File: src/rtl/dlc_pkg.sv
package dlc_pkg;
  typedef enum logic [3:0] {
    ST_IDLE, ST_ARMED, ST_FREQ, ST_FWAIT, ST_SEG,
    ST_DIN, ST_DREQ, ST_DWAIT, ST_DOUT
  } dlc_state_e;

  localparam int CTL_EN    = 0;
  localparam int CTL_DIR   = 1;
  localparam int CTL_ALIGN = 4;
  localparam int CTL_OFF   = 5;
  localparam int CMD_END   = 1;
endpackage

File: src/rtl/dlc_cfg_regs.sv
module dlc_cfg_regs #(
  parameter int AW = 32
) (
  input  logic          clk,
  input  logic          rst_n,
  input  logic          cfg_wr,
  input  logic          cfg_sel,
  input  logic [31:0]   cfg_wdata,
  output logic [AW-1:0] head_addr,
  output logic          dir_m2f,
  output logic [1:0]    lead_off,
  output logic          start_p,
  output logic          abort_p
);
  import dlc_pkg::*;

  logic ctl_wr;
  assign ctl_wr  = cfg_wr && cfg_sel;
  assign start_p = ctl_wr && cfg_wdata[CTL_EN];
  assign abort_p = ctl_wr && !cfg_wdata[CTL_EN];

  always_ff @(posedge clk or negedge rst_n) begin
    if (!rst_n) begin
      head_addr <= '0;
      dir_m2f   <= 1'b0;
      lead_off  <= 2'd0;
    end else if (cfg_wr && !cfg_sel) begin
      head_addr <= cfg_wdata[AW-1:0];
    end else if (start_p) begin
      dir_m2f  <= cfg_wdata[CTL_DIR];
      lead_off <= cfg_wdata[CTL_ALIGN] ? cfg_wdata[CTL_OFF +: 2] : 2'd0;
    end
  end
endmodule

File: src/rtl/dlc_lane_mask.sv
module dlc_lane_mask #(
  parameter int LEN_W = 16
) (
  input  logic [1:0]       off,
  input  logic [LEN_W-1:0] rem,
  output logic [3:0]       strb,
  output logic [2:0]       take
);
  logic [2:0] avail;
  assign avail = 3'd4 - {1'b0, off};
  assign take  = (rem < LEN_W'(avail)) ? rem[2:0] : avail;

  for (genvar g = 0; g < 4; g++) begin : g_lane
    assign strb[g] = (3'(g) >= {1'b0, off}) && (3'(g) < ({1'b0, off} + take));
  end
endmodule

File: src/rtl/dlc_desc_regs.sv
module dlc_desc_regs (
  input  logic        clk,
  input  logic        rst_n,
  input  logic        ld,
  input  logic [1:0]  sel,
  input  logic [31:0] din,
  output logic [31:0] w_next,
  output logic [31:0] w_buf,
  output logic [31:0] w_len,
  output logic [31:0] w_cmd
);
  logic [31:0] word_q [4];

  for (genvar g = 0; g < 4; g++) begin : g_word
    always_ff @(posedge clk or negedge rst_n) begin
      if (!rst_n)                    word_q[g] <= '0;
      else if (ld && sel == 2'(g))   word_q[g] <= din;
    end
  end

  assign w_next = word_q[0];
  assign w_buf  = word_q[1];
  assign w_len  = word_q[2];
  assign w_cmd  = word_q[3];
endmodule

File: src/rtl/dlc_engine.sv
module dlc_engine #(
  parameter int AW       = 32,
  parameter int LEN_W    = 16,
  parameter int MAX_DESC = 128
) (
  input  logic          clk,
  input  logic          rst_n,
  input  logic          cfg_wr,
  input  logic          cfg_sel,
  input  logic [31:0]   cfg_wdata,
  input  logic          resp_done,
  output logic          mem_req_valid,
  input  logic          mem_req_ready,
  output logic          mem_req_write,
  output logic [AW-1:0] mem_req_addr,
  output logic [31:0]   mem_req_wdata,
  output logic [3:0]    mem_req_strb,
  input  logic          mem_rsp_valid,
  input  logic [31:0]   mem_rsp_data,
  output logic          fifo_out_valid,
  input  logic          fifo_out_ready,
  output logic [31:0]   fifo_out_data,
  output logic [3:0]    fifo_out_keep,
  input  logic          fifo_in_valid,
  output logic          fifo_in_ready,
  input  logic [31:0]   fifo_in_data,
  output logic          busy,
  output logic          dma_end
);
  import dlc_pkg::*;

  localparam int CNT_W = $clog2(MAX_DESC + 1);

  dlc_state_e       st_q;
  logic [AW-1:0]    head_addr, desc_addr, daddr;
  logic             dir_m2f, start_p, abort_p;
  logic [1:0]       lead_off, boff, wcnt;
  logic [CNT_W-1:0] nseg;
  logic [LEN_W-1:0] rem;
  logic [31:0]      data_q, w_next, w_buf, w_len, w_cmd;
  logic [3:0]       lane_strb;
  logic [2:0]       lane_take;
  logic             desc_ld, beat_done, last_desc;
  logic             unused_bits;

  dlc_cfg_regs #(.AW(AW)) u_cfg (
    .clk(clk), .rst_n(rst_n), .cfg_wr(cfg_wr), .cfg_sel(cfg_sel),
    .cfg_wdata(cfg_wdata), .head_addr(head_addr), .dir_m2f(dir_m2f),
    .lead_off(lead_off), .start_p(start_p), .abort_p(abort_p)
  );

  assign desc_ld = (st_q == ST_FWAIT) && mem_rsp_valid;

  dlc_desc_regs u_desc (
    .clk(clk), .rst_n(rst_n), .ld(desc_ld), .sel(wcnt), .din(mem_rsp_data),
    .w_next(w_next), .w_buf(w_buf), .w_len(w_len), .w_cmd(w_cmd)
  );

  dlc_lane_mask #(.LEN_W(LEN_W)) u_lane (
    .off(boff), .rem(rem), .strb(lane_strb), .take(lane_take)
  );

  assign beat_done = ((st_q == ST_DREQ) && mem_req_ready && !dir_m2f) ||
                     ((st_q == ST_DOUT) && fifo_out_ready);
  assign last_desc = w_cmd[CMD_END] || (nseg == CNT_W'(MAX_DESC - 1));

  always_ff @(posedge clk or negedge rst_n) begin
    if (!rst_n) begin
      st_q      <= ST_IDLE;
      desc_addr <= '0;
      daddr     <= '0;
      wcnt      <= 2'd0;
      nseg      <= '0;
      rem       <= '0;
      boff      <= 2'd0;
      data_q    <= '0;
      dma_end   <= 1'b0;
    end else begin
      dma_end <= 1'b0;
      if (abort_p) begin
        st_q <= ST_IDLE;
      end else begin
        if (beat_done) begin
          daddr <= daddr + AW'(4);
          rem   <= rem - LEN_W'(lane_take);
          boff  <= 2'd0;
        end
        unique case (st_q)
          ST_IDLE:  if (start_p) st_q <= ST_ARMED;
          ST_ARMED: if (resp_done) begin
            desc_addr <= head_addr;
            wcnt      <= 2'd0;
            nseg      <= '0;
            boff      <= lead_off;
            st_q      <= ST_FREQ;
          end
          ST_FREQ:  if (mem_req_ready) st_q <= ST_FWAIT;
          ST_FWAIT: if (mem_rsp_valid) begin
            wcnt <= wcnt + 2'd1;
            if (wcnt == 2'd3) begin
              daddr <= {w_buf[AW-1:2], 2'b00};
              rem   <= w_len[LEN_W-1:0];
              st_q  <= ST_SEG;
            end else begin
              st_q <= ST_FREQ;
            end
          end
          ST_SEG: begin
            if (rem != '0) begin
              st_q <= dir_m2f ? ST_DREQ : ST_DIN;
            end else if (last_desc) begin
              dma_end <= 1'b1;
              st_q    <= ST_IDLE;
            end else begin
              desc_addr <= w_next[AW-1:0];
              nseg      <= nseg + CNT_W'(1);
              st_q      <= ST_FREQ;
            end
          end
          ST_DIN:   if (fifo_in_valid) begin
            data_q <= fifo_in_data;
            st_q   <= ST_DREQ;
          end
          ST_DREQ:  if (mem_req_ready) st_q <= dir_m2f ? ST_DWAIT : ST_SEG;
          ST_DWAIT: if (mem_rsp_valid) begin
            data_q <= mem_rsp_data;
            st_q   <= ST_DOUT;
          end
          ST_DOUT:  if (fifo_out_ready) st_q <= ST_SEG;
          default:  st_q <= ST_IDLE;
        endcase
      end
    end
  end

  assign busy           = (st_q != ST_IDLE);
  assign mem_req_valid  = (st_q == ST_FREQ) || (st_q == ST_DREQ);
  assign mem_req_write  = (st_q == ST_DREQ) && !dir_m2f;
  assign mem_req_addr   = (st_q == ST_FREQ) ? desc_addr + AW'({wcnt, 2'b00}) : daddr;
  assign mem_req_wdata  = data_q;
  assign mem_req_strb   = (st_q == ST_FREQ) ? 4'hF : lane_strb;
  assign fifo_out_valid = (st_q == ST_DOUT);
  assign fifo_out_data  = data_q;
  assign fifo_out_keep  = lane_strb;
  assign fifo_in_ready  = (st_q == ST_DIN);

  assign unused_bits = ^{w_cmd[31:2], w_cmd[0], w_buf[1:0], w_len[31:LEN_W], w_next};
endmodule

File: config.mk
export PLATFORM = sky130hd
export DESIGN_NAME = dlc_engine
export DESIGN_NICKNAME = d
export VERILOG_FILES = /design/src/rtl/dlc_pkg.sv /design/src/rtl/dlc_cfg_regs.sv /design/src/rtl/dlc_lane_mask.sv /design/src/rtl/dlc_desc_regs.sv /design/src/rtl/dlc_engine.sv
export SDC_FILE = /design/constraint.sdc
export NUM_CORES = 1
export LEC_CHECK = 0
export BUFFER_PORTS_ARGS = -buffer_cell sky130_fd_sc_hd__buf_2
export CORE_ASPECT_RATIO = 0.6
export CORE_UTILIZATION = 63
export CTS_CLUSTER_DIAMETER = 30
export DETAILED_ROUTE_END_ITERATION = 6
export PLACE_DENSITY_LB_ADDON = 0.3
export SLEW_MARGIN = 30
export SYNTH_ARGS = -nofsm -noshare
export SYNTH_HDL_FRONTEND = slang
export SYNTH_HIERARCHICAL = 1
export SYNTH_SLANG_ARGS = --single-unit
File: constraint.sdc
create_clock -name clk -period 10.11 [get_ports clk]
set_input_delay 1.011 -clock clk [delete_from_list [all_inputs] [get_ports clk]]
set_output_delay 1.011 -clock clk [all_outputs]
set_load 0.01 [all_outputs]
== Word-level counts from Yosys, hierarchy flattened ==
Index checks and enable logic that the tools add are counted.

* Register bits: 246
* Bits in latches: 0
* Bits in writable memories: 0
* ROM bits: 0
* Input bits: 105
* Output and inout port bits: 110
* Word-level logic and storage cells: 141
* Memories kept: 0

* $add $sub $neg: 7
* Multipliers: 0
* Divide/modulo/power cells: 0
* Magnitude comparators: 8
* Eq/ne operators: 26
* Shift-type cells: 0
* Multiplexer cells: 48
* Bitwise operators: 2
* Reduce and logical (&&, ||, !) cells: 34

{| class="wikitable"
|+ Operators by type and width
! cell !! count
|-
| two-way mux 32 bit || 10
|-
| case mux 32 bit (2 select lines) || 2
|-
| two-way mux 16 bit || 4
|-
| two-way mux 4 bit || 10
|-
| case mux 4 bit (9 select lines) || 1
|-
| adder 32 x 3 -> 32 bit, second input constant || 1
|-
| adder 32 x 4 -> 32 bit || 1
|-
| two-way mux 8 bit || 3
|-
| two-way mux 2 bit || 9
|-
| != test 3 bit, second input constant || 6
|-
| == test 4 x 3 -> 1 bit, second input constant || 4
|-
| logical AND 1 bit || 16
|-
| less-than comparator 16 x 3 -> 1 bit || 1
|-
| case mux 8 bit (2 select lines) || 1
|-
| nonzero test 16 bit || 1
|-
| subtractor 16 x 3 -> 16 bit || 1
|-
| != test 2 bit, second input constant || 6
|-
| two-way mux 3 bit || 3
|-
| adder 8 x 1 -> 8 bit, second input constant || 1
|-
| == test 4 x 2 -> 1 bit, second input constant || 2
|-
| == test 8 x 7 -> 1 bit, second input constant || 1
|-
| AND reduction 4 bit || 2
|-
| AND reduction 8 bit || 1
|-
| less-than comparator 1 x 3 -> 1 bit, first input constant || 2
|-
| other kinds (23) || 36
|}

== Logic depth before layout (Yosys ltp) ==
Gate-level depths: netlist of the first run.

* Word-level depth: 8
* Mapped depth: 17

== Cells and area by module ==
Netlist of the first run, hierarchy kept.

{| class="wikitable"
|+ Modules (own cells, without submodules)
! module !! times used !! cells an instance !! area each (um^2)
|-
| dlc_engine || 1 || 991 || 8546.9
|-
| dlc_desc_regs || 1 || 272 || 4744.6
|-
| dlc_cfg_regs || 1 || 83 || 1510.2
|-
| dlc_lane_mask || 1 || 43 || 345.3
|}

== Worst setup path before layout of the first run ==
No wires, ideal clock.

* Path type: register -> output
* Start point: register boff[0]
* End point: output mem_req_strb[1]
* Arrival: 3221 ps
* Data required time: 9099 ps
* Setup slack: 5878 ps
* Stages on the path, launching flop included: 16
* Path buffers: 0
* Path through: dfrtp_1 > inv_1 > ha_1 > inv_1 > ha_1 > a21o_2 > a21oi_4 > nand2_1 > o21ai_0 > ha_1 > inv_1 > fa_1 > nor2b_1 > o211a_1 > nor3_1 > or2_2

* Cells in the longest elaborated chain, start to end: 7
* Elaborated cells between the ends (all ways): 8
* Those cells by class: 2 x add/sub; 3 x order compare; 2 x mux; 1 x reduce/logical

{| class="wikitable"
|+ RTL lines
! element !! RTL line !! source
|-
| start, declared || dlc_engine.sv:37 || <nowiki>logic [1:0] lead_off, boff, wcnt;</nowiki>
|-
| start signal, assigned || dlc_engine.sv:94 || <nowiki>boff <= lead_off;</nowiki>
|-
| subtractor 3 x 2 -> 3 bit * || dlc_lane_mask.sv:10 || <nowiki>assign avail = 3'd4 - {1'b0, off};</nowiki>
|-
| less-than comparator 16 x 3 -> 1 bit || dlc_lane_mask.sv:11 || <nowiki>assign take = (rem < LEN_W'(avail)) ? rem[2:0] : avail;</nowiki>
|-
| two-way mux 3 bit * || dlc_lane_mask.sv:11 ||
|-
| named net lane_take[0] || dlc_engine.sv:42 || <nowiki>logic [2:0] lane_take;</nowiki>
|-
| adder 2 x 3 -> 3 bit * || dlc_lane_mask.sv:14 || <nowiki>assign strb[g] = (3'(g) >= {1'b0, off}) && (3'(g) < ({1'b0, off} + take));</nowiki>
|-
| less-than comparator 1 x 3 -> 1 bit * || dlc_lane_mask.sv:14 ||
|-
| logical AND 1 bit * || dlc_lane_mask.sv:14 ||
|-
| named net fifo_out_keep[1] || dlc_engine.sv:23 || <nowiki>output logic [3:0] fifo_out_keep,</nowiki>
|-
| two-way mux 4 bit * || dlc_engine.sv:141 || <nowiki>assign mem_req_strb = (st_q == ST_FREQ) ? 4'hF : lane_strb;</nowiki>
|-
| end, declared || dlc_engine.sv:17 || <nowiki>output logic [3:0] mem_req_strb,</nowiki>
|}

The timed path passes the listed nets; every way through them passes the cells marked *.

== Worst setup path in the final report of the first run ==
* Start point: register boff[1]
* End point: output mem_req_strb[2]

* Cells in the longest elaborated chain, start to end: 7
* Elaborated cells between the ends (all ways): 8
* Those cells by class: 2 x add/sub; 3 x order compare; 2 x mux; 1 x reduce/logical

{| class="wikitable"
|+ RTL lines
! element !! RTL line
|-
| subtractor 3 x 2 -> 3 bit || dlc_lane_mask.sv:10
|-
| less-than comparator 16 x 3 -> 1 bit || dlc_lane_mask.sv:11
|-
| two-way mux 3 bit || dlc_lane_mask.sv:11
|-
| named net lane_take[0] || dlc_engine.sv:42
|-
| adder 2 x 3 -> 3 bit || dlc_lane_mask.sv:14
|-
| less-than comparator 2 x 3 -> 1 bit || dlc_lane_mask.sv:14
|-
| logical AND 1 bit || dlc_lane_mask.sv:14
|-
| two-way mux 4 bit || dlc_engine.sv:141
|}

The timed path passes the listed nets, and every way through them passes these cells.

==> impl_summary.txt, run 1 <==
----------------------------------------------------
[Global routing]
  Total track usage ... between 30 and 40%
  Global-route wire length before repair ... 57930 um
  Number of global-route vias before repair ... about 11000
  Initial antenna violation count ... 0
  Pin count of the biggest net entering global routing ... between 80 and 90
  Total overflow reported by the global router ... 0

[Synth]
  Gate count after technology mapping ... 1288
  Yosys warning count ... 6
  Total nets after synthesis ... about 1400
  Mapped Area ... 13350 um^2
  Mean instance size in the synthesized netlist ... ~10 um^2

[Clocking]
  Library cell used as clock root buffer ... clkbuf_16
  CTS tree ... yes
  Clock Latency Late Sink ... 0.50 ns
  Number of buffers inserted during clock tree synthesis ... 36
  Quantity of gates resized following cts ... 0
  Maximum count of clock buffers along a single path ... 3
  Hold-fix buffer count after cts ... 0
  Htree depth ... 2
  Number of buffers inserted to repair setup after CTS ... 0
  Register clock-pin slew on the reported worst setup and hold paths ... 0.05 ns
  Clock sink count ... 241

[Run status]
  Result of the run ... finished clean

[Floorplanning]
  I/O Pins ... 215
  Starting density of the core ... 65.56%
  Area of the placeable core ... ~20000 um^2
  Area enclosed by the die boundary ... 21800 um^2
  Chip width ... 190.0 um
  Die Y ... about 110 um
  Number of rows created at floorplan ... 40

[Timing]
  Final-layout setup total negative slack ... 0 ns
  Endpoints failing setup ... 0
  Final-report hold violation count ... 0
  Worst setup skew after layout ... 0.01786 ns
  Final worst path period share ... a little over half
  Final Slew Violations ... 0
  Maximum operating frequency ... 0.1895 GHz
  Transition at the pin with the smallest max-transition slack ... 1.017 ns
  Worst slew margin ... 31.98%
  Minimum period implied by the final worst setup slack ... 5.276 ns
  Unrepaired setup endpoints after global routing ... false

[Routing]
  First-iteration detailed-routing DRC count ... about 1200
  DR DRC count ... 0
  1st-pass router iterations ... 6
  Total wire length ... 36270 um
  Wirelength per Cell ... between 20 and 25 um
  Count of vias placed by the detailed router ... 11130
  Count of antenna-violating nets left after detailed routing ... 0
  Vias per std cell ... 6.389

[Worst setup path]
  Crit start category ... flop
  Kind of end point of the critical path ... output port
  Worst Path Required ... slightly above 9 ns
  Setup Crit Path Kind ... flop to output port
  Largest driver fanout on the critical path ... 10
  Arrival time of the worst setup path ... 4.27 ns

[Placed design]
  Final weighted congestion of routability-driven global placement ... a little over 0.9
  Post-DP Area ... 14370 um^2
  IO buf count ... between 200 and 250
  Sum of net half-perimeters after detailed placement ... between 20000 and 25000 um

[Finish]
  Area of all placed cells without fillers ... 15630 um^2
  Most common cell after layout, fill and taps aside ... dfrtp_1
  Fillers ... between 1000 and 1500
  Count of inserted antenna diode cells ... 0
  Footprint of the multi-input gates ... 6603 um^2
  Most frequent cells in the layout ... dfrtp_1 (241), buf_2 (213), mux2_2 (82)
  Final layout net count ... 1565
  Share of post-route cells with drive strength above 1 ... 30.70%
  Area added between synthesis and finish ... 17.06%
  Register Area ... 6031 um^2

[Worst hold path]
  Hold Path Class ... input pin to asynchronous set/reset pin

[Pwr]
  Pwr/cell area ... 300.0 nW/um^2
  Leakage ... 7.337 nW
  Worst supply voltage drop on vdd ... 202.9 uV

[Run]
  # Max-Cap Violations ... 0

----------------------------------------------------
==> registers in the layout, summed over array words and instances (netlist names), 2 cells and up <==
| signal | count |
|---|---|
| desc_addr | 32 |
| fifo_out_data | 32 |
| u_desc/w_next | 32 |
| daddr | 30 |
| st_q | 4 |
| wcnt | 2 |
| boff | 2 |
| u_desc/w_buf | 30 |
| u_cfg/head_addr | 32 |
| u_desc/w_len | 16 |
| u_cfg/lead_off | 2 |
| rem | 16 |
| nseg | 8 |
==> final timing paths <==
kind	start	to	slack [ns]	depth (start not counted)
setup / recovery	boff[1]$_DFFE_PN0N_	mem_req_strb[2]	4.83	17
hold / removal	rst_n	dma_end$_DFF_PN0_	0.48	1
setup reg to reg	boff[1]$_DFFE_PN0N_	rem[14]$_DFFE_PN0N_	5.99	17
hold reg to reg	desc_addr[0]$_DFFE_PN0P_	desc_addr[0]$_DFFE_PN0P_	0.49	2
max in group asynchronous	rst_n	daddr[19]$_DFFE_PN0N_	7.83	3
min in group clk	desc_addr[0]$_DFFE_PN0P_	desc_addr[0]$_DFFE_PN0P_	0.49	2
==> worst max-delay path, stage by stage, from the launching register on <==
cell and delay (ns):
dfrtp_1 0.39, inv_1 0.15, ha_1 0.24, inv_1 0.09, ha_1 0.21, nor4_2 0.14
nand4_1 0.21, a21oi_4 0.32, nand2_1 0.09, o21ai_0 0.15, ha_1 0.21, inv_1 0.05
fa_1 0.48, nand2b_1 0.22, a221oi_1 0.28, nor3_1 0.10, or2_2 0.30, buf_2 0.14
==> cell type report <==
cell class	instances	share of cell area, %
clock buffer	41	6.147
clock inverter	23	1.793
inverter	32	0.7684
multi-input combinational	894	42.24
sequential	241	38.58
tap	273	2.185
timing repair buffer	238	8.292
==> per-layer routing <==
metal | vias to the layer above | GRT usage (%) | share of wire (%)
li1 | 5023 | - | -
met3 | 72 | 8.516 | 10
met4 | 0 | 9.892 | 2.6
met1 | 5428 | 49.52 | 44
met5 | - | 0 | 0
met2 | 606 | 50.75 | 43
==> where the power goes <==
group	internal, mW	switching (mW)	total, mW
combinational	0.760	0.937	1.70
clock	0.803	0.485	1.29
sequential	1.33	0.376	1.71
total	2.89	1.80	4.69
==> through the flow <==
step                      total power [mW]  util [%]  cells  setup slack (ns)  hold slack, ns
after floorplan                      2.807         -   1288             5.878          0.4579
after CTS                            4.676     76.63   1741             4.866          0.4915
after global placement               3.278     70.38   1676             5.605          0.4691
after global routing                 4.959     76.74   1742             4.632          0.5196
final                                4.689     76.74   1742             4.834          0.4799
after detailed placement             3.365     70.53   1677             5.382          0.4791
Power figures use the tool's default switching activity.
==> inputs of run 2 (changes only) <==
--- a/config.mk
+++ b/config.mk
@@ -7,7 +7,7 @@
 export LEC_CHECK = 0
 export BUFFER_PORTS_ARGS = -buffer_cell sky130_fd_sc_hd__buf_2
 export CORE_ASPECT_RATIO = 0.6
-export CORE_UTILIZATION = 63
+export CORE_UTILIZATION = 53
 export CTS_CLUSTER_DIAMETER = 30
 export DETAILED_ROUTE_END_ITERATION = 6
 export PLACE_DENSITY_LB_ADDON = 0.3
==> constraint.sdc (replaced) <==
create_clock -name clk -period 4.44 [get_ports clk]
set_input_delay 0.444 -clock clk [delete_from_list [all_inputs] [get_ports clk]]
set_output_delay 0.444 -clock clk [all_outputs]
set_load 0.01 [all_outputs]
==> run 2 against run 1 <==
Against the previous run:
- the flow now finishes with violations (design-rule violations)
- via count is 2.0% lower
- sequential share of layout area is 0.32 points lower
- critical path depth stayed put
- hold slack worse by 0.33 ns
- cell area is 0.85% higher
- critical path type unchanged
- worst setup slack worse by 4.7 ns
- first-iteration DRC count is 13% lower
- utilization is 12 points lower
==> impl_summary.txt, run 2 (synthesized netlist as in run 1, its figures left out) <==
----------------------------------------------------
[Timing]
  Final setup margin ... 0.1532 ns (-4.680 ns)
  Transition at the pin with the smallest max-transition slack ... 1.006 ns (-0.01156 ns)
  Minimum period implied by the final worst setup slack ... approximately 4.3 ns
  Final Slew Violations ... 0 (unchanged)
  Final-report hold violation count ... 0 (unchanged)
  Final-layout setup total negative slack ... 0 ns (unchanged)
  Unrepaired setup endpoints after global routing ... false
  Endpoints failing setup ... 0 (unchanged)
  Worst setup skew after layout ... 0.02955 ns (+0.01169 ns)
  Worst slew margin ... 32.88% (+0.90 points)
  Maximum operating frequency ... ~0.23 GHz
  Worst slack on hold paths ... 0.1457 ns (-0.3342 ns)
  Final worst path period share ... a little over nine tenths

[Clocking]
  Htree depth ... 2 (unchanged)
  CTS tree ... yes
  Register clock-pin slew on the reported worst setup and hold paths ... 0.06 ns (about the same)
  Library cell used as clock root buffer ... clkbuf_16
  Clock Latency Late Sink ... 0.53 ns (+0.03 ns)
  Number of buffers inserted during clock tree synthesis ... 34 (-5.6%)
  Maximum count of clock buffers along a single path ... 3 (unchanged)
  Clock sink count ... 241 (unchanged)

[Worst setup path]
  Number of cells traversed by the worst register-to-register path ... 17 (unchanged)
  Arrival time of the worst setup path ... 3.84 ns (-0.43 ns)
  Worst Path Required ... 4.00 ns (-5.10 ns)
  Critical register-to-register path startpoint ... boff[0]$_DFFE_PN0N_
  Largest driver fanout on the critical path ... 6 (-4)
  Beginning of the critical path ... boff[0]$_DFFE_PN0N_
  R2R setup slack ... 0.55 ns (-5.44 ns)
  Crit start category ... flop
  Kind of end point of the critical path ... output port
  Setup Crit Path Kind ... flop to output port

[Floorplanning]
  I/O Pins ... 215 (unchanged)
  Area enclosed by the die boundary ... 25860 um^2 (+19%)
  Area of the placeable core ... 24440 um^2 (+20%)
  Chip width ... 206.9 um (+8.9%)
  Die Y ... 125.0 um (+8.9%)
  Starting density of the core ... 54.63% (-11 points)
  Number of rows created at floorplan ... 44 (+10%)

[Global routing]
  Total track usage ... 28.73% (-5.3 points)
  Pin count of the biggest net entering global routing ... 125 (+45%)
  Number of global-route vias before repair ... 10320 (-3.0%)
  Global-route wire length before repair ... 57780 um (-0.25%)
  Total overflow reported by the global router ... 0 (unchanged)
  Initial antenna violation count ... 1 (+1)

[Placed design]
  Post-DP Area ... 14440 um^2 (+0.47%)
  Placed Cells incl. Taps ... 1725 (+2.9%)
  Sum of net half-perimeters after detailed placement ... 25060 um (+2.7%)
  Post-Place Worst Slack ... 0.3344 ns (-5.048 ns)
  IO buf count ... 214 (unchanged)
  Final weighted congestion of routability-driven global placement ... 0.9095 (-2.4%)

[Finish]
  Most frequent cells in the layout ... dfrtp_1 (240), buf_2 (213), mux2_2 (82)
  Final layout net count ... 1565 (unchanged)
  Most common cell after layout, fill and taps aside ... dfrtp_1
  Final cell utilization of the core ... 64.50% (-12 points)
  Final cell count without fillers ... 1790 (+2.8%)
  Share of post-route cells with drive strength above 1 ... 30.93% (+0.23 points)
  Count of inserted antenna diode cells ... 0 (unchanged)
  Area of all placed cells without fillers ... 15770 um^2 (+0.85%)
  Area added between synthesis and finish ... 18.05%

[Routing]
  First-iteration detailed-routing DRC count ... 1034 (-13%)
  Total wire length ... 36930 um (+1.8%)
  Count of vias placed by the detailed router ... 10910 (-2.0%)
  DR DRC count ... 9 (+9)
  Vias per std cell ... 6.092 (-4.6%)
  Wirelength per Cell ... 20.63 um (-0.91%)
  Count of antenna-violating nets left after detailed routing ... 0 (unchanged)
  1st-pass router iterations ... 7 (+1)

[Run status]
  Result of the run ... finished, violations left
  Violated checks ... design-rule violations

[Run]
  # Max-Cap Violations ... 0 (unchanged)

[Pwr]
  Overall Power ... 10.73 mW (+130%)
  Pwr/cell area ... 680.9 nW/um^2 (+130%)
  Worst supply voltage drop on vdd ... 298.1 uV (+47%)
  Leakage ... 7.346 nW (+0.12%)

[Worst hold path]
  Hold Startpoint ... cfg_wdata[18]
  Hold depth ... 2
  Hold Path Class ... input pin to flop

----------------------------------------------------
run 2: path summary, 6_finish.rpt:
kind,endpoint
max in group asynchronous,fifo_out_data[9]$_DFFE_PN0P_
min in group asynchronous,u_desc/w_len[0]$_DFFE_PN0P_
hold reg to reg,desc_addr[1]$_DFFE_PN0P_
hold / removal,u_cfg/head_addr[18]$_DFFE_PN0P_
setup reg to reg,rem[5]$_DFFE_PN0N_
setup / recovery,mem_req_strb[2]
run 2: cell type report:
| class | count | area [um^2] |
|---|---|---|
| multi-input cells | 894 | 6618 |
| clock inverters | 20 | 327.8 |
| flip-flops and latches | 241 | 6032 |
| inverters | 32 | 120.1 |
| well taps | 322 | 402.9 |
| repair buffers | 240 | 1336 |
| clock buffers | 41 | 928.4 |
| fillers | 2001 | 8678 |
run 2: worst max-delay path: stages, from the launching register on:
cell	delay (ns)
dfrtp_2	0.44
inv_1	0.11
ha_2	0.21
inv_1	0.07
ha_1	0.19
nor4_2	0.15
nand4_1	0.22
a21oi_4	0.18
nand2_1	0.08
o21ai_2	0.07
ha_1	0.16
inv_1	0.05
fa_2	0.56
inv_1	0.07
a221oi_2	0.27
nor3_2	0.08
or2_2	0.29
buf_2	0.14
run 2: layer usage:
| layer | global-route usage, % | up-vias | wire, um |
|---|---|---|---|
| met4 | 8.673 | 0 | 828 |
| met5 | 0 | - | 0 |
| met1 | 44.37 | 5402 | 17750 |
| met2 | 40.59 | 445 | 15680 |
| met3 | 5.370 | 50 | 2670 |
| li1 | - | 5008 | - |
run 2: power by group:
part | switching (mW) | total, mW | internal [mW] | leakage (nW)
sequential | 0.864 | 3.89 | 3.03 | 3.04
combinational | 2.13 | 3.88 | 1.74 | 3.70
clock | 1.05 | 2.97 | 1.92 | 0.603
total | 4.05 | 10.7 | 6.69 | 7.35
run 2: repair_timing:
item                       CTS  global route
gates resized for setup      3             5
buffers inserted             1             1
pin swaps                    1             1
setup endpoints to repair    4             2
hold buffers                 0             1
hold endpoints to repair     0            35
==> inputs of run 3 (changes only) <==
--- a/config.mk
+++ b/config.mk
@@ -7,7 +7,7 @@
 export LEC_CHECK = 0
 export BUFFER_PORTS_ARGS = -buffer_cell sky130_fd_sc_hd__buf_2
 export CORE_ASPECT_RATIO = 0.6
-export CORE_UTILIZATION = 53
+export CORE_UTILIZATION = 59
 export CTS_CLUSTER_DIAMETER = 30
 export DETAILED_ROUTE_END_ITERATION = 6
 export PLACE_DENSITY_LB_ADDON = 0.3
==> constraint.sdc (replaced) <==
create_clock -name clk -period 4.2 [get_ports clk]
set_input_delay 0.42 -clock clk [delete_from_list [all_inputs] [get_ports clk]]
set_output_delay 0.42 -clock clk [all_outputs]
set_load 0.01 [all_outputs]
==> run 3 against run 2 <==
Against the previous run:
- the flow now finishes without violations
- flip-flop and latch count is the same
- register-to-register slack lost 0.11 ns
- clock skew shrank 0.0087 ns
- clock-buffer cell count grew 2
- non-clock buffer count grew 14
- worst setup slack lost 0.048 ns
- sequential share of layout area shrank 0.40 points
- global-route usage grew 3.2 points
- combinational power grew 12%
- critical path type unchanged
- largest cell class unchanged
- largest power group is now combinational cells
==> impl_summary.txt, run 3 (synthesized netlist as in run 1, its figures left out) <==
----------------------------------------------------
[Worst setup path]
  Crit start category ... flop
  Worst stage delay on the critical path ... 0.44 ns (-0.12 ns)
  Largest driver fanout on the critical path ... 6 (unchanged)
  Cell-by-cell trace of the critical path ... inv_2 -> ha_4 -> inv_4 -> ha_4 -> nor4_4 -> nand4_1 -> a21oi_4 -> nand2_2 -> o21ai_2 -> ha_2 -> inv_2 -> fa_2 -> nor2b_1 -> o211a_1 -> nor3_2 -> or2_4 -> buf_6
  Slowest cell on crit path ... fa_2
  Setup Crit Path Kind ... flop to output port
  Arrival time of the worst setup path ... 3.67 ns (-0.17 ns)
  Worst Path Required ... 3.78 ns (-0.22 ns)
  Kind of end point of the critical path ... output port

[Clocking]
  Number of buffers inserted during clock tree synthesis ... 36 (+5.9%)
  Library cell used as clock root buffer ... clkbuf_16
  Register clock-pin slew on the reported worst setup and hold paths ... 0.06 ns (about the same)
  Clock Latency Late Sink ... 0.51 ns (-0.02 ns)
  Htree depth ... 2 (unchanged)
  Clock sink count ... 241 (unchanged)
  CTS tree ... yes
  Maximum count of clock buffers along a single path ... 3 (unchanged)

[Finish]
  Fillers ... 1619 (-19%)
  Most frequent cells in the layout ... dfrtp_1 (241), buf_2 (211), mux2_2 (82)
  Final cell utilization of the core ... 71.99% (+7.5 points)
  Final layout net count ... 1581 (+1.0%)
  Share of post-route cells with drive strength above 1 ... 32.28% (+1.4 points)
  Count of inserted antenna diode cells ... 0 (unchanged)
  Most common cell after layout, fill and taps aside ... dfrtp_1
  Area added between synthesis and finish ... 19.27%
  Final cell count without fillers ... 1792 (+0.11%)

[Run status]
  Result of the run ... finished clean

[Placed design]
  Post-Place Worst Slack ... 0.2415 ns (-0.09289 ns)
  Final weighted congestion of routability-driven global placement ... 0.9237 (+1.6%)
  Placed Cells incl. Taps ... 1717 (-0.46%)
  Sum of net half-perimeters after detailed placement ... 24820 um (-0.93%)
  IO buf count ... 214 (unchanged)

[Global routing]
  Total track usage ... 31.96% (+3.2 points)
  Pin count of the biggest net entering global routing ... 80 (-36%)
  Number of global-route vias before repair ... 10750 (+4.2%)
  Initial antenna violation count ... 0 (-1)
  Global-route wire length before repair ... 58470 um (+1.2%)
  Total overflow reported by the global router ... 0 (unchanged)

[Timing]
  Final setup margin ... 0.1051 ns (-0.04809 ns)
  Unrepaired setup endpoints after global routing ... true
  Worst setup skew after layout ... 0.02088 ns (-0.008673 ns)
  Worst slew margin ... 33.63% (+0.75 points)
  Final Slew Violations ... 0 (unchanged)
  Final worst path period share ... 97.50%
  Endpoints failing setup ... 0 (unchanged)
  Transition at the pin with the smallest max-transition slack ... 0.9901 ns (-0.01558 ns)
  Maximum operating frequency ... 0.2442 GHz
  Minimum period implied by the final worst setup slack ... 4.095 ns
  Final-report hold violation count ... 0 (unchanged)
  Final-layout setup total negative slack ... 0 ns (unchanged)

[Floorplanning]
  Starting density of the core ... 60.36% (+5.7 points)
  Number of rows created at floorplan ... 42 (-4.5%)
  Area enclosed by the die boundary ... 23260 um^2 (-10%)
  Chip width ... 196.2 um (-5.2%)
  I/O Pins ... 215 (unchanged)
  Area of the placeable core ... 22120 um^2 (-9.5%)
  Die Y ... 118.5 um (-5.1%)

[Routing]
  DR DRC count ... 0 (-9)
  Count of vias placed by the detailed router ... 11080 (+1.6%)
  Count of antenna-violating nets left after detailed routing ... 0 (unchanged)
  Vias per std cell ... 6.180 (+1.4%)
  Total wire length ... 36350 um (-1.6%)
  1st-pass router iterations ... 5 (-2)
  Wirelength per Cell ... 20.29 um (-1.7%)
  First-iteration detailed-routing DRC count ... 988 (-4.4%)

[Run]
  # Max-Cap Violations ... 0 (unchanged)

[Pwr]
  Worst supply voltage drop on vdd ... 396.0 uV (+33%)
  Pwr/cell area ... 725.2 nW/um^2 (+6.5%)
  Overall Power ... 11.55 mW (+7.6%)
  Leakage ... 7.438 nW (+1.3%)

[Worst hold path]
  Hold Path Class ... input pin to flop

----------------------------------------------------
==> run 3: metal layers <==
| layer | GRT usage (%) | part of all wire, % | up-vias |
|---|---|---|---|
| li1 | - | - | 5064 |
| met4 | 9.033 | 2.2 | 0 |
| met2 | 47.15 | 44 | 446 |
| met3 | 6.963 | 7.6 | 63 |
| met5 | 0.6536 | 0 | - |
| met1 | 47.34 | 46 | 5502 |
==> run 3: layout make-up <==
| cell class | count | area [um^2] | share of cell area (%) |
|---|---|---|---|
| multi-input combinational | 894 | 6694 | 42.03 |
| clock buffer | 43 | 978.4 | 6.143 |
| clock inverter | 20 | 255.2 | 1.603 |
| timing repair buffer | 254 | 1461 | 9.175 |
| sequential | 241 | 6031 | 37.86 |
| inverter | 32 | 122.6 | 0.7698 |
| tap | 308 | 385.4 | 2.419 |
==> run 3: critical path: cells and delay by family (launching register included) <==
family | cells | cell delay (ns)
flops | 1 | 0.38
simple gates | 6 | 1.06
compound gates | 3 | 0.51
fa+ha+maj | 4 | 0.94
buf+inv | 4 | 0.29
==> run 3: what timing repair did <==
action                                  in CTS  in global routing
setup buffers                                3                  7
endpoints found under the hold margin       54                  0
hold buffers                                 1                  0
endpoints found under the setup margin       5                  3
gates resized for setup                      5                 23
pin swaps                                    1                 11
==> run 3: worst paths after layout <==
check	from	end	slack, ns	cells past startpoint
worst max-delay path	boff[1]$_DFFE_PN0N_	mem_req_strb[1]	0.11	17
min in group asynchronous	rst_n	u_desc/w_len[2]$_DFFE_PN0P_	0.43	2
worst min register to register	u_desc/w_next[4]$_DFFE_PN0P_	u_desc/w_next[4]$_DFFE_PN0P_	0.49	1
max in group asynchronous	rst_n	daddr[16]$_DFFE_PN0N_	2.55	4
worst max register to register	boff[1]$_DFFE_PN0N_	rem[5]$_DFFE_PN0N_	0.44	16
worst min-delay path	cfg_wdata[9]	u_cfg/head_addr[9]$_DFFE_PN0P_	0.13	2
==> run 3: report_power, final <==
part	leakage (nW)	switching (mW)	internal [mW]
Combinational	3.80	2.34	2.01
Sequential	3.04	0.915	3.20
Clock	0.595	1.15	1.94
Total	7.44	4.40	7.15
==> run 3: metrics by stage <==
step           hold WS [ns]  cell area (um^2)
3_3_place_gp         0.4675             14460
5_1_grt              0.1278             15930
3_5_place_dp         0.3719             14480
2_1_floorplan        0.1244             13350
6_report             0.1307             15930
4_1_cts              0.1158             15760
